`config.mk`:
```
export PLATFORM = sky130hd
export DESIGN_NAME = lvec_dispatch
export DESIGN_NICKNAME = d
export VERILOG_FILES = /design/src/rtl/lvec_pkg.sv /design/src/rtl/lvec_regfile.sv /design/src/rtl/lvec_arbiter.sv /design/src/rtl/lvec_route.sv /design/src/rtl/lvec_dispatch.sv
export SDC_FILE = /design/constraint.sdc
export NUM_CORES = 1
export LEC_CHECK = 0
export BUFFER_PORTS_ARGS = -buffer_cell sky130_fd_sc_hd__buf_2
export CORE_ASPECT_RATIO = 1.5
export CORE_UTILIZATION = 60
export DETAILED_ROUTE_END_ITERATION = 7
export PLACE_DENSITY = 0.86
export REMOVE_ABC_BUFFERS = 1
export SLEW_MARGIN = 40
export SYNTH_ARGS = -nofsm -noshare
export SYNTH_HDL_FRONTEND = slang
export SYNTH_SLANG_ARGS = --single-unit
export TNS_END_PERCENT = 10
```
`constraint.sdc`:
```
create_clock -name clk -period 5.13 [get_ports clk]
set_input_delay 0.7695 -clock clk [delete_from_list [all_inputs] [get_ports clk]]
set_output_delay 0.7695 -clock clk [all_outputs]
set_load 0.02 [all_outputs]
```
`src/rtl/lvec_pkg.sv`:
```
package lvec_pkg;
    localparam int SRC_W    = 3;
    localparam int VEC_W    = 8;
    localparam int MODE_W   = 3;
    localparam int DATA_W   = 32;
    localparam int VEC_LSB  = 0;
    localparam int MODE_LSB = 8;
    localparam int MASK_POS = 16;

    localparam logic [MODE_W-1:0] MODE_FIXED = 3'd0;

    typedef struct packed {
        logic              mask;
        logic [MODE_W-1:0] mode;
        logic [VEC_W-1:0]  vec;
    } lvt_entry_t;

    localparam lvt_entry_t ENTRY_RESET = '{mask: 1'b1, mode: MODE_FIXED, vec: '0};

    function automatic lvt_entry_t unpack_entry(input logic [DATA_W-1:0] w);
        lvt_entry_t e;
        e.vec  = w[VEC_LSB +: VEC_W];
        e.mode = w[MODE_LSB +: MODE_W];
        e.mask = w[MASK_POS];
        return e;
    endfunction

    function automatic logic [DATA_W-1:0] pack_entry(input lvt_entry_t e);
        logic [DATA_W-1:0] w;
        w = '0;
        w[VEC_LSB +: VEC_W]   = e.vec;
        w[MODE_LSB +: MODE_W] = e.mode;
        w[MASK_POS]           = e.mask;
        return w;
    endfunction
endpackage

```
`src/rtl/lvec_regfile.sv`:
```
module lvec_regfile
    import lvec_pkg::*;
#(
    parameter int NSRC       = 6,
    parameter int ADDR_W     = 12,
    parameter int BASE_OFS   = 32'h320,
    parameter int STEP_SHIFT = 4
) (
    input  logic                     clk,
    input  logic                     rst_n,
    input  logic                     wr_en,
    input  logic [ADDR_W-1:0]        addr,
    input  logic [DATA_W-1:0]        wdata,
    output logic [DATA_W-1:0]        rdata,
    output lvt_entry_t [NSRC-1:0]    ent_o,
    output logic [NSRC-1:0]          mask_o
);
    localparam logic [ADDR_W-1:0] BASE_A = ADDR_W'(BASE_OFS);

    typedef struct packed {
        lvt_entry_t [NSRC-1:0] ent;
    } rf_state_t;

    rf_state_t st_d, st_q;

    logic [ADDR_W-1:0] ofs;
    logic              hit;
    logic [SRC_W-1:0]  idx;

    // Address decode: aligned slot inside the entry window
    always_comb begin
        ofs = addr - BASE_A;
        hit = (addr >= BASE_A) &&
              (ofs[STEP_SHIFT-1:0] == '0) &&
              ((ofs >> STEP_SHIFT) < ADDR_W'(NSRC));
        idx = SRC_W'(ofs >> STEP_SHIFT);
    end

    always_comb begin
        st_d  = st_q;
        rdata = '0;
        if (hit) begin
            rdata = pack_entry(st_q.ent[idx]);
            if (wr_en) begin
                st_d.ent[idx] = unpack_entry(wdata);
            end
        end
    end

    always_ff @(posedge clk or negedge rst_n) begin
        if (!rst_n) begin
            for (int i = 0; i < NSRC; i++) begin
                st_q.ent[i] <= ENTRY_RESET;
            end
        end else begin
            st_q <= st_d;
        end
    end

    for (genvar g = 0; g < NSRC; g++) begin : g_out
        assign ent_o[g]  = st_q.ent[g];
        assign mask_o[g] = st_q.ent[g].mask;
    end
endmodule

```
`src/rtl/lvec_arbiter.sv`:
```
module lvec_arbiter
    import lvec_pkg::*;
#(
    parameter int NSRC = 6
) (
    input  logic             clk,
    input  logic             rst_n,
    input  logic [NSRC-1:0]  pulse,
    input  logic [NSRC-1:0]  mask_vec,
    output logic             pick_valid,
    output logic [SRC_W-1:0] pick_idx,
    output logic [NSRC-1:0]  pend_o
);
    typedef struct packed {
        logic [NSRC-1:0] pend;
    } arb_state_t;

    arb_state_t      st_d, st_q;
    logic [NSRC-1:0] eligible;
    logic [NSRC-1:0] grant;

    always_comb begin
        eligible   = (st_q.pend | pulse) & ~mask_vec;
        grant      = '0;
        pick_idx   = '0;
        pick_valid = |eligible;
        // Scan downwards so the lowest index is the last to win
        for (int i = NSRC - 1; i >= 0; i--) begin
            if (eligible[i]) begin
                grant    = '0;
                grant[i] = 1'b1;
                pick_idx = SRC_W'(i);
            end
        end
        st_d.pend = eligible & ~grant;
    end

    always_ff @(posedge clk or negedge rst_n) begin
        if (!rst_n) begin
            st_q <= '0;
        end else begin
            st_q <= st_d;
        end
    end

    assign pend_o = st_q.pend;
endmodule

```
`src/rtl/lvec_route.sv`:
```
module lvec_route
    import lvec_pkg::*;
#(
    parameter int              NSRC        = 6,
    parameter logic [NSRC-1:0] FORCE_FIXED = 6'b100001
) (
    input  logic                  clk,
    input  logic                  rst_n,
    input  logic                  pick_valid,
    input  logic [SRC_W-1:0]      pick_idx,
    input  lvt_entry_t [NSRC-1:0] ent,
    output logic                  req_valid,
    output logic [VEC_W-1:0]      req_vec,
    output logic [SRC_W-1:0]      req_src,
    output logic                  err_mode,
    output logic [SRC_W-1:0]      err_src
);
    typedef struct packed {
        logic             req;
        logic [VEC_W-1:0] vec;
        logic [SRC_W-1:0] rsrc;
        logic             err;
        logic [SRC_W-1:0] esrc;
    } rt_state_t;

    rt_state_t                     st_d, st_q;
    logic [NSRC-1:0][MODE_W-1:0]   eff_mode;
    logic [MODE_W-1:0]             sel_mode;

    // Per-source effective mode: some sources ignore their mode field
    for (genvar g = 0; g < NSRC; g++) begin : g_mode
        if (FORCE_FIXED[g]) begin : g_forced
            assign eff_mode[g] = MODE_FIXED;
        end else begin : g_field
            assign eff_mode[g] = ent[g].mode;
        end
    end

    always_comb begin
        st_d     = '0;
        sel_mode = eff_mode[pick_idx];
        if (pick_valid) begin
            if (sel_mode == MODE_FIXED) begin
                st_d.req  = 1'b1;
                st_d.vec  = ent[pick_idx].vec;
                st_d.rsrc = pick_idx;
            end else begin
                st_d.err  = 1'b1;
                st_d.esrc = pick_idx;
            end
        end
    end

    always_ff @(posedge clk or negedge rst_n) begin
        if (!rst_n) begin
            st_q <= '0;
        end else begin
            st_q <= st_d;
        end
    end

    assign req_valid = st_q.req;
    assign req_vec   = st_q.vec;
    assign req_src   = st_q.rsrc;
    assign err_mode  = st_q.err;
    assign err_src   = st_q.esrc;
endmodule

```
`src/rtl/lvec_dispatch.sv`:
```
module lvec_dispatch
    import lvec_pkg::*;
#(
    parameter int              NSRC        = 6,
    parameter int              ADDR_W      = 12,
    parameter int              BASE_OFS    = 32'h320,
    parameter int              STEP_SHIFT  = 4,
    parameter logic [NSRC-1:0] FORCE_FIXED = 6'b100001
) (
    input  logic               clk,
    input  logic               rst_n,
    input  logic [NSRC-1:0]    src_pulse,
    input  logic               reg_wr,
    input  logic [ADDR_W-1:0]  reg_addr,
    input  logic [DATA_W-1:0]  reg_wdata,
    output logic [DATA_W-1:0]  reg_rdata,
    output logic               req_valid,
    output logic [VEC_W-1:0]   req_vec,
    output logic [SRC_W-1:0]   req_src,
    output logic               err_mode,
    output logic [SRC_W-1:0]   err_src
);
    lvt_entry_t [NSRC-1:0] ent;
    logic [NSRC-1:0]       mask_vec;
    logic [NSRC-1:0]       pend_q;
    logic                  pick_valid;
    logic [SRC_W-1:0]      pick_idx;

    lvec_regfile #(
        .NSRC(NSRC), .ADDR_W(ADDR_W), .BASE_OFS(BASE_OFS), .STEP_SHIFT(STEP_SHIFT)
    ) regs_i (
        .clk(clk), .rst_n(rst_n), .wr_en(reg_wr), .addr(reg_addr),
        .wdata(reg_wdata), .rdata(reg_rdata), .ent_o(ent), .mask_o(mask_vec)
    );

    lvec_arbiter #(.NSRC(NSRC)) arb_i (
        .clk(clk), .rst_n(rst_n), .pulse(src_pulse), .mask_vec(mask_vec),
        .pick_valid(pick_valid), .pick_idx(pick_idx), .pend_o(pend_q)
    );

    lvec_route #(.NSRC(NSRC), .FORCE_FIXED(FORCE_FIXED)) route_i (
        .clk(clk), .rst_n(rst_n), .pick_valid(pick_valid), .pick_idx(pick_idx),
        .ent(ent), .req_valid(req_valid), .req_vec(req_vec), .req_src(req_src),
        .err_mode(err_mode), .err_src(err_src)
    );
endmodule

```
==> metrics.cfg, run 1 <==
[global_route]
met1_usage_pct=33.9
groute.usage.overall_pct=28.3
grt_pass1_wl_um=18700
grt_use_met3_pct=4.96
grt_antenna_before_repair=0
grt.busiest_layer=met2
grt_pass1_vias=3648
grt_max_degree=69
use_met2_pct=48.2
grt_overflow=0

[floorplanning]
die_area_um2=8980
die-width_um=77.7
core-area_um2=8360
pin_count=101
num_rows=41
start_util_pct=61.7
die_y_um=116

[run]
drv_cap=0

[routing]
via_count=3532
via_per_inst=6.31
drt_iter0_drc=253
drt_wl_total_um=12000
drc_errors=0
wl_per_cell_um=21.4
dr.pass1.iters=4
ant_nets=0

[clock_tree]
path_clk_slew_ps=60
root_buffer=clkbuf_16
clk_path_buf_depth=2
cts_buffers=9
cts_setup_buffers=0
cts_sinks=93
cts_resized=0
cts_hold_buf=0
h-tree-depth=3
cts_tree=yes
clk_latency_ps=350

[critical_path]
crit_fanout=17
critPathLaunchType=primary input
crit_arrival_ps=2930
end_kind=primary output
worstPathRequired_ps=4360
critPathKind=primary input to primary output

[synth]
synth-simple-area-share_pct=8.68
syn_area_um2=5160
synth_top_family_by_area=multiplexers
synthFlopType=dfrtp_1
synthAdderAreaFrac_pct=0.970
synth_compound_area_share_pct=11.0
synth_xor_area_share_pct=0.170
synth_top_area_share_pct=42.2
synth_common_cells=87 x dfrtp_1, 50 x mux2_4, 34 x mux2_2
async_reset_ff_share_pct=100
syn_inst=398
syn_avg_cell_area_um2=13.0
yosys-top-cells-area=dfrtp_1 42%, mux2_4 15%, mux2_2 7.4%, mux4_2 5.2%, dfstp_2 3.1%
yosysMostFrequentCell=dfrtp_1
synth-edff-count=0
synthMuxAreaShare_pct=27.2
ys_ff_latch=93
yosys_warnings=0
yosys.cell_types.count=41
ys_seq_area_share_pct=45.2
synth_top_area_cell=dfrtp_1

[power]
p_clk_share_pct=40.8
ir_worst_vdd_v=0.000195
p_sw_share_pct=24.6
power_leakage_nw=2.84
power.total_mw=1.52
p_switching_mw=0.374
combPwrFrac_pct=9.9
p_int_mw=1.15
pwr-share-seq_pct=49.3
power_density_nw_per_um2=267

[final_layout]
diodes=0
layout.nets=505
final_util_pct=68.1
areaGrowthSynthToFinish_pct=10.4
final_layout_size_suffix_gt1_share_pct=42.6

[timing]
fin_crit_sh_pct=72.1
min_period_ps=3700
rsz0062_at_grt=no
maxSlewViolCount=0
fin_skew_ps=5.08
worst_slew_pin_slew_ps=802
relSlewSlack_pct=46.5
tns_ps=0
fmax_mhz=270
finalSetupViolCount=0
layout_setup_ws_ps=1430
hold_viol_final=0

[placed_design]
post-dp-hpwl_um=7460
pre_cts_slack_ps=1400
place_congestion=0.812
numPortBuffers=60

[status]
status=completed

[min_path]
min_path_type=primary input to async pin

==> registers in the layout (all words and copies together) (netlist names) <==
name               flops
regs_i.ent_o          72
route_i.req_vec        8
arb_i.pend_o           5
route_i.err_src        3
route_i.req_src        3
route_i.err_mode       1
route_i.req_valid      1
==> cell type report <==
type                    count  area (um^2)
flip-flops and latches     93         2330
fillers                   575         2670
well taps                 107          134
multi-input cells         267         2560
inverters                  11         41.3
repair buffers             66          352
clock inverters             1         5.00
clock buffers              15          268
==> per-layer routing <==
layer | vias to the layer above | part of all wire [%]
met1 | 1792 | 37
met3 | 32 | 7.4
met4 | 0 | 3.4
met2 | 179 | 52
li1 | 1529 | -
met5 | - | 0
==> critical path: stages <==
cell,delay [ps]
buf_2,400
inv_1,160
ha_1,250
xnor2_1,150
o2111ai_1,210
a211o_1,570
nor2_1,220
buf_2,180
==> power groups by stage <==
stage	Sequential, mW	Combinational, mW	Clock (mW)
finish	0.749	0.150	0.621
global route	0.749	0.162	0.658
CTS	0.749	0.150	0.628
detailed placement	0.762	0.149	0
global placement	0.761	0.145	0
floorplan	0.772	0.0648	0
==> placed cells by master, fill, tap and decap left out, types with 2 or more instances in the layout <==
master	n
dfrtp_1	87
buf_2	59
mux2_4	50
mux2_2	34
nor2_1	23
o21bai_1	21
conb_1	20
a211oi_1	17
mux4_2	12
a22oi_1	12
inv_1	11
nand2b_1	10
a32oi_1	9
clkbuf_16	9
nor3b_1	8
nor4_1	8
nand4_2	6
buf_4	6
dfstp_2	6
nand2_1	4
ha_1	4
clkbuf_1	4
nor3_1	3
nor2b_1	3
a21oi_1	3
and4_1	2
o21ba_2	2
and2_1	2
clkbuf_8	2
==> per-stage QoR <==
| stage | cell area [um^2] | hold slack, ps | std cells |
|---|---|---|---|
| 6_report | 5690 | 322 | 560 |
| 3_5_place_dp | 5420 | 494 | 544 |
| 4_1_cts | 5690 | 326 | 560 |
| 5_1_grt | 5690 | 347 | 560 |
| 3_3_place_gp | 5420 | 491 | 544 |
| 2_1_floorplan | 4930 | 474 | 371 |
==> path summary, 6_finish.rpt <==
path / startpoint / endpoint / slack, ps / cells after the start
max: reg_addr[5] / reg_rdata[0] / 1430 / 8
min: rst_n / regs_i.ent_o[29] / 320 / 1
max reg2reg: regs_i.ent_o[47] / route_i.req_vec[2] / 2220 / 6
min reg2reg: regs_i.ent_o[70] / regs_i.ent_o[70] / 520 / 1
max in group asynchronous: rst_n / route_i.err_src[2] / 3890 / 2
min in group clk: regs_i.ent_o[70] / regs_i.ent_o[70] / 520 / 1
==> cells by family (layout without fill, tap and decap cells) <==
| group | Yosys count | count (layout) |
|---|---|---|
| AOI/OAI and AO/OA | 72 | 72 |
| DFF | 93 | 93 |
| and+or+nand+nor | 74 | 74 |
| xor gates and xnor gates | 1 | 1 |
| adders and majority gates | 4 | 4 |
| muxes | 96 | 96 |
| other | 1 | 20 |
| buffers and inverters | 57 | 93 |
(Power assumes the default switching activity.)
==> run 2: changes to the inputs <==
Settings changed: CORE_UTILIZATION 60 to 50, PLACE_DENSITY 0.86 to 0.76.
Clock period 5.13 ns to 3.3 ns, I/O delays scaled along.
==> metrics.cfg, run 2 (synthesis results as in run 1) <==
[global_route]
grt_pass1_vias=3714  ; +1.8%
grt_pass1_wl_um=19700  ; +5.2%
grt_antenna_before_repair=0  ; unchanged
grt_max_degree=72  ; +4.3%
groute.usage.overall_pct=24.4  ; -3.9 points
grt_overflow=0  ; unchanged

[timing]
min_period_ps=2750
tns_ps=0  ; unchanged
finalSetupViolCount=0  ; unchanged
fmax_mhz=364
fin_skew_ps=6.46  ; +1.38 ps
hold_viol_final=0  ; unchanged
maxSlewViolCount=0  ; unchanged
rsz0062_at_grt=no
relSlewSlack_pct=55.3  ; +8.7 points
worst_slew_pin_slew_ps=671  ; -131 ps
fin_crit_sh_pct=83.3

[critical_path]
critPathKind=primary input to primary output
critPathLaunchType=primary input
startpoint=reg_addr[5]
crit_arrival_ps=2250  ; -680 ps
r2r_start=regs_i.ent_o[47]
rr_worst_depth=6  ; unchanged
worstPathRequired_ps=2800  ; -1560 ps
ff2ff_setup_slack_ps=770  ; -1450 ps
crit_fanout=12  ; -5
end_kind=primary output

[clock_tree]
cts_buffers=9  ; unchanged
root_buffer=clkbuf_16
cts_setup_buffers=0  ; unchanged
clk_latency_ps=340  ; about the same
path_clk_slew_ps=60  ; about the same
cts_hold_buf=0  ; unchanged
cts_sinks=93  ; unchanged
cts_resized=0  ; unchanged
cts_tree=yes
clk_path_buf_depth=2  ; unchanged
h-tree-depth=3  ; unchanged

[power]
p_switching_mw=0.587  ; +57%
power_leakage_nw=2.89  ; +1.7%
power_density_nw_per_um2=403  ; +51%
p_clk_share_pct=39.8  ; -1.0 points
combPwrFrac_pct=10.3  ; +0.4 points
p_sw_share_pct=25.2  ; +0.55 points
p_int_mw=1.74  ; +52%
ir_worst_vdd_v=0.000277  ; +42%
pwr-share-seq_pct=49.9  ; +0.6 points

[routing]
ant_nets=0  ; unchanged
drt_wl_total_um=12000  ; +0.27%
drt_iter0_drc=367  ; +45%
wl_per_cell_um=20.7  ; -3.7%
dr.pass1.iters=6  ; +2
via_per_inst=6.02  ; -4.6%
drc_errors=5  ; +5
via_count=3508  ; -0.68%

[floorplanning]
core-area_um2=10100  ; +21%
die-width_um=84.9  ; +9.3%
start_util_pct=51.2  ; -11 points
die_y_um=126  ; +9.4%
num_rows=45  ; +9.8%
pin_count=101  ; unchanged
die_area_um2=10700  ; +20%

[placed_design]
numPortBuffers=60  ; unchanged
place_area_um2=5530  ; +2.1%
place_congestion=0.820  ; +1.0%
post-dp-hpwl_um=7850  ; +5.3%

[final_layout]
diodes=0  ; unchanged
final_cell_mix=87 x dfrtp_1, 59 x buf_2, 50 x mux2_4
areaGrowthSynthToFinish_pct=12.1
fin_area_um2=5790  ; +1.6%
final_common_cell=dfrtp_1
layout.nets=518  ; +2.6%
num-fill-cells=802  ; +39%
final_layout_size_suffix_gt1_share_pct=43.8  ; +1.2 points
largest_register_ffs=72  ; unchanged

[run]
drv_cap=0  ; unchanged

[status]
violations=DRC
status=finished with violations

[min_path]
min_path_type=primary input to async pin

-- run 2: changes by cell type in the layout (fill, tap and decap cells not counted), sizes merged --
cell / change
buf: +13
clkbuf: -1
clkinvlp: +1
-- run 2: per-layer routing --
metal	global-route usage, %	part of all wire [%]	routed length (um)
met1	30.5	40	4800
met2	41.4	52	6300
met3	4.42	6.0	717
met4	10.4	1.8	219
met5	0	0	0
-- run 2: worst max-delay path, cell delays in order --
cell and delay [ps]:
buf_2 130, inv_1 90, ha_1 210, xnor2_1 130, o2111ai_1 200, a211o_1 570
nor2_1 230, buf_2 190
-- run 2: final timing paths --
path                                      end
min in group clk             regs_i.ent_o[62]
setup reg to reg           route_i.req_vec[6]
hold / removal               regs_i.ent_o[63]
max in group asynchronous    regs_i.ent_o[13]
hold reg to reg               regs_i.ent_o[8]
setup / recovery                 reg_rdata[0]
-- run 2: through the flow --
| step | utilization, % | hold slack [ps] | std cells | power (mW) | setup WS [ps] |
|---|---|---|---|---|---|
| 6_report | 57.4 | 138 | 583 | 2.33 | 550 |
| 2_1_floorplan | - | 199 | 371 | 1.30 | 424 |
| 3_3_place_gp | 54.8 | 484 | 567 | 1.42 | 488 |
| 3_5_place_dp | 54.9 | 494 | 567 | 1.42 | 438 |
| 4_1_cts | 57.4 | 185 | 583 | 2.34 | 504 |
| 5_1_grt | 57.4 | 204 | 583 | 2.40 | 370 |
-- run 2: final cells by class --
cell class	instances	area (um^2)	area share [%]
Sequential cell	93	2330	40.4
Clock inverter	2	12.5	0.216
Inverter	11	41.3	0.714
Tap cell	117	146	2.53
Multi-Input combinational cell	267	2560	44.2
Timing Repair Buffer	79	449	7.76
Clock buffer	14	244	4.22
-- run 2: power by group through the flow --
| stage | Clock, mW | Combinational, mW | Sequential (mW) |
|---|---|---|---|
| 2_1_floorplan | 0 | 0.101 | 1.20 |
| 5_1_grt | 0.980 | 0.260 | 1.17 |
| 3_5_place_dp | 0 | 0.239 | 1.18 |
| 6_report | 0.927 | 0.240 | 1.16 |
| 4_1_cts | 0.937 | 0.240 | 1.16 |
| 3_3_place_gp | 0 | 0.233 | 1.18 |
==> run 3: changes to the inputs <==
Clock period 3.3 ns to 2.5 ns, I/O delays scaled along.
==> metrics.cfg, run 3 (synthesis results as in run 1) <==
[status]
status=finished with violations
violations=DRC

[placed_design]
place_area_um2=5670  ; +2.6%
numPortBuffers=60  ; unchanged
pre_cts_slack_ps=58.0  ; -380 ps
post-dp-hpwl_um=8280  ; +5.4%
place_congestion=0.820  ; about the same

[timing]
worst_slew_pin_slew_ps=617  ; -53.4 ps
fin_skew_ps=4.63  ; -1.84 ps
relSlewSlack_pct=58.8  ; +3.6 points
rsz0062_at_grt=no
layout_setup_ws_ps=166  ; -384 ps
fin_crit_sh_pct=93.4
whs_ps=39.0  ; -99.1 ps
min_period_ps=2330
maxSlewViolCount=0  ; unchanged
finalSetupViolCount=0  ; unchanged
fmax_mhz=428
hold_viol_final=0  ; unchanged

[final_layout]
fin_area_um2=5950  ; +2.9%
largest_register_ffs=72  ; unchanged
final_cell_mix=87 x dfrtp_1, 59 x buf_2, 50 x mux2_4
final_common_cell=dfrtp_1
num-fill-cells=797  ; -0.62%
diodes=0  ; unchanged
final_util_pct=59.1  ; +1.7 points
final_layout_size_suffix_gt1_share_pct=45.4  ; +1.6 points
layout.nets=526  ; +1.5%
areaGrowthSynthToFinish_pct=15.4

[clock_tree]
h-tree-depth=3  ; unchanged
cts_hold_buf=0  ; unchanged
cts_buffers=9  ; unchanged
cts_sinks=93  ; unchanged
clk_latency_ps=350  ; about the same
cts_setup_buffers=0  ; unchanged
cts_tree=yes
cts_resized=0  ; unchanged
root_buffer=clkbuf_16
path_clk_slew_ps=60  ; about the same
clk_path_buf_depth=2  ; unchanged

[global_route]
grt_pass1_wl_um=19500  ; -1.2%
grt_overflow=0  ; unchanged
groute.usage.overall_pct=24.2  ; -0.20 points
grt_pass1_vias=3671  ; -1.2%
grt_max_degree=51  ; -29%
grt_antenna_before_repair=0  ; unchanged

[routing]
drt_wl_total_um=12300  ; +1.8%
via_per_inst=6.13  ; +1.8%
via_count=3621  ; +3.2%
wl_per_cell_um=20.7  ; +0.40%
drc_errors=5  ; unchanged
ant_nets=0  ; unchanged
dr.pass1.iters=8  ; +2
drt_iter0_drc=350  ; -4.6%

[power]
power_density_nw_per_um2=532  ; +32%
power_leakage_nw=2.98  ; +3.2%
ir_worst_vdd_v=0.000326  ; +18%

[run]
drv_cap=0  ; unchanged

[min_path]
min_path_type=primary input to async pin

[critical_path]
end_kind=primary output
critPathKind=primary input to primary output
critPathLaunchType=primary input
crit_fanout=12  ; unchanged
crit_arrival_ps=1960  ; -290 ps
worstPathRequired_ps=2120  ; -680 ps

[floorplanning]
start_util_pct=51.2  ; unchanged
die_area_um2=10700  ; unchanged
die-width_um=84.9  ; unchanged
pin_count=101  ; unchanged
num_rows=45  ; unchanged
core-area_um2=10100  ; unchanged
die_y_um=126  ; unchanged

run 3: cell types whose count changed in the layout (fill, tap and decap cells not counted), sizes merged:
cell      change
buf           +8
clkbuf        -1
clkinvlp      +1
run 3: worst paths after layout:
kind                                  start            endpoint  slack (ps)  cells past startpoint
max in group asynchronous             rst_n    regs_i.ent_o[35]        1710                      2
min reg2reg                regs_i.ent_o[10]    regs_i.ent_o[10]         510                      1
max                             reg_addr[5]        reg_rdata[0]         170                      9
max reg2reg                regs_i.ent_o[59]  route_i.req_vec[5]         250                      7
min in group clk               reg_wdata[2]    regs_i.ent_o[62]         330                      2
min                                   rst_n    regs_i.ent_o[63]          40                      1
run 3: routing by layer:
metal | GRT usage, % | share of wire [%] | vias to the layer above
met3 | 4.23 | 5.8 | 31
met1 | 30.2 | 40 | 1849
li1 | - | - | 1579
met4 | 11.2 | 2.8 | 0
met2 | 40.8 | 51 | 162
met5 | 0 | 0 | -
run 3: report_power, final:
part | switching, mW | internal, mW | leakage, nW
combinational | 0.220 | 0.107 | 1.60
sequential | 0.00801 | 1.53 | 1.25
clock | 0.575 | 0.728 | 0.132
total | 0.803 | 2.36 | 2.98
run 3: area by class of cell:
class                           instances  area [um^2]  share of cell area, %
Multi-Input combinational cell        267         2560                   43.0
Sequential cell                        93         2330                   39.2
Timing Repair Buffer                   87          593                   9.96
Clock buffer                           13          260                   4.37
Tap cell                              117          146                   2.46
Inverter                               11         41.3                  0.694
Clock inverter                          3         20.0                  0.336
run 3: per-stage QoR:
step                      total power [mW]  setup TNS [ps]  cells
after floorplan                       1.72           -3660    371
after global placement                1.88               0    575
after detailed placement              1.89               0    575
after CTS                             3.18               0    591
after global routing                  3.26               0    591
final                                 3.17               0    591
run 3: critical path, stage by stage:
cell and delay, ps:
buf_2 120, inv_1 80, ha_1 210, xnor2_1 130, o2111ai_1 200, a211o_1 350
buf_12 160, nor2_1 140, buf_2 180
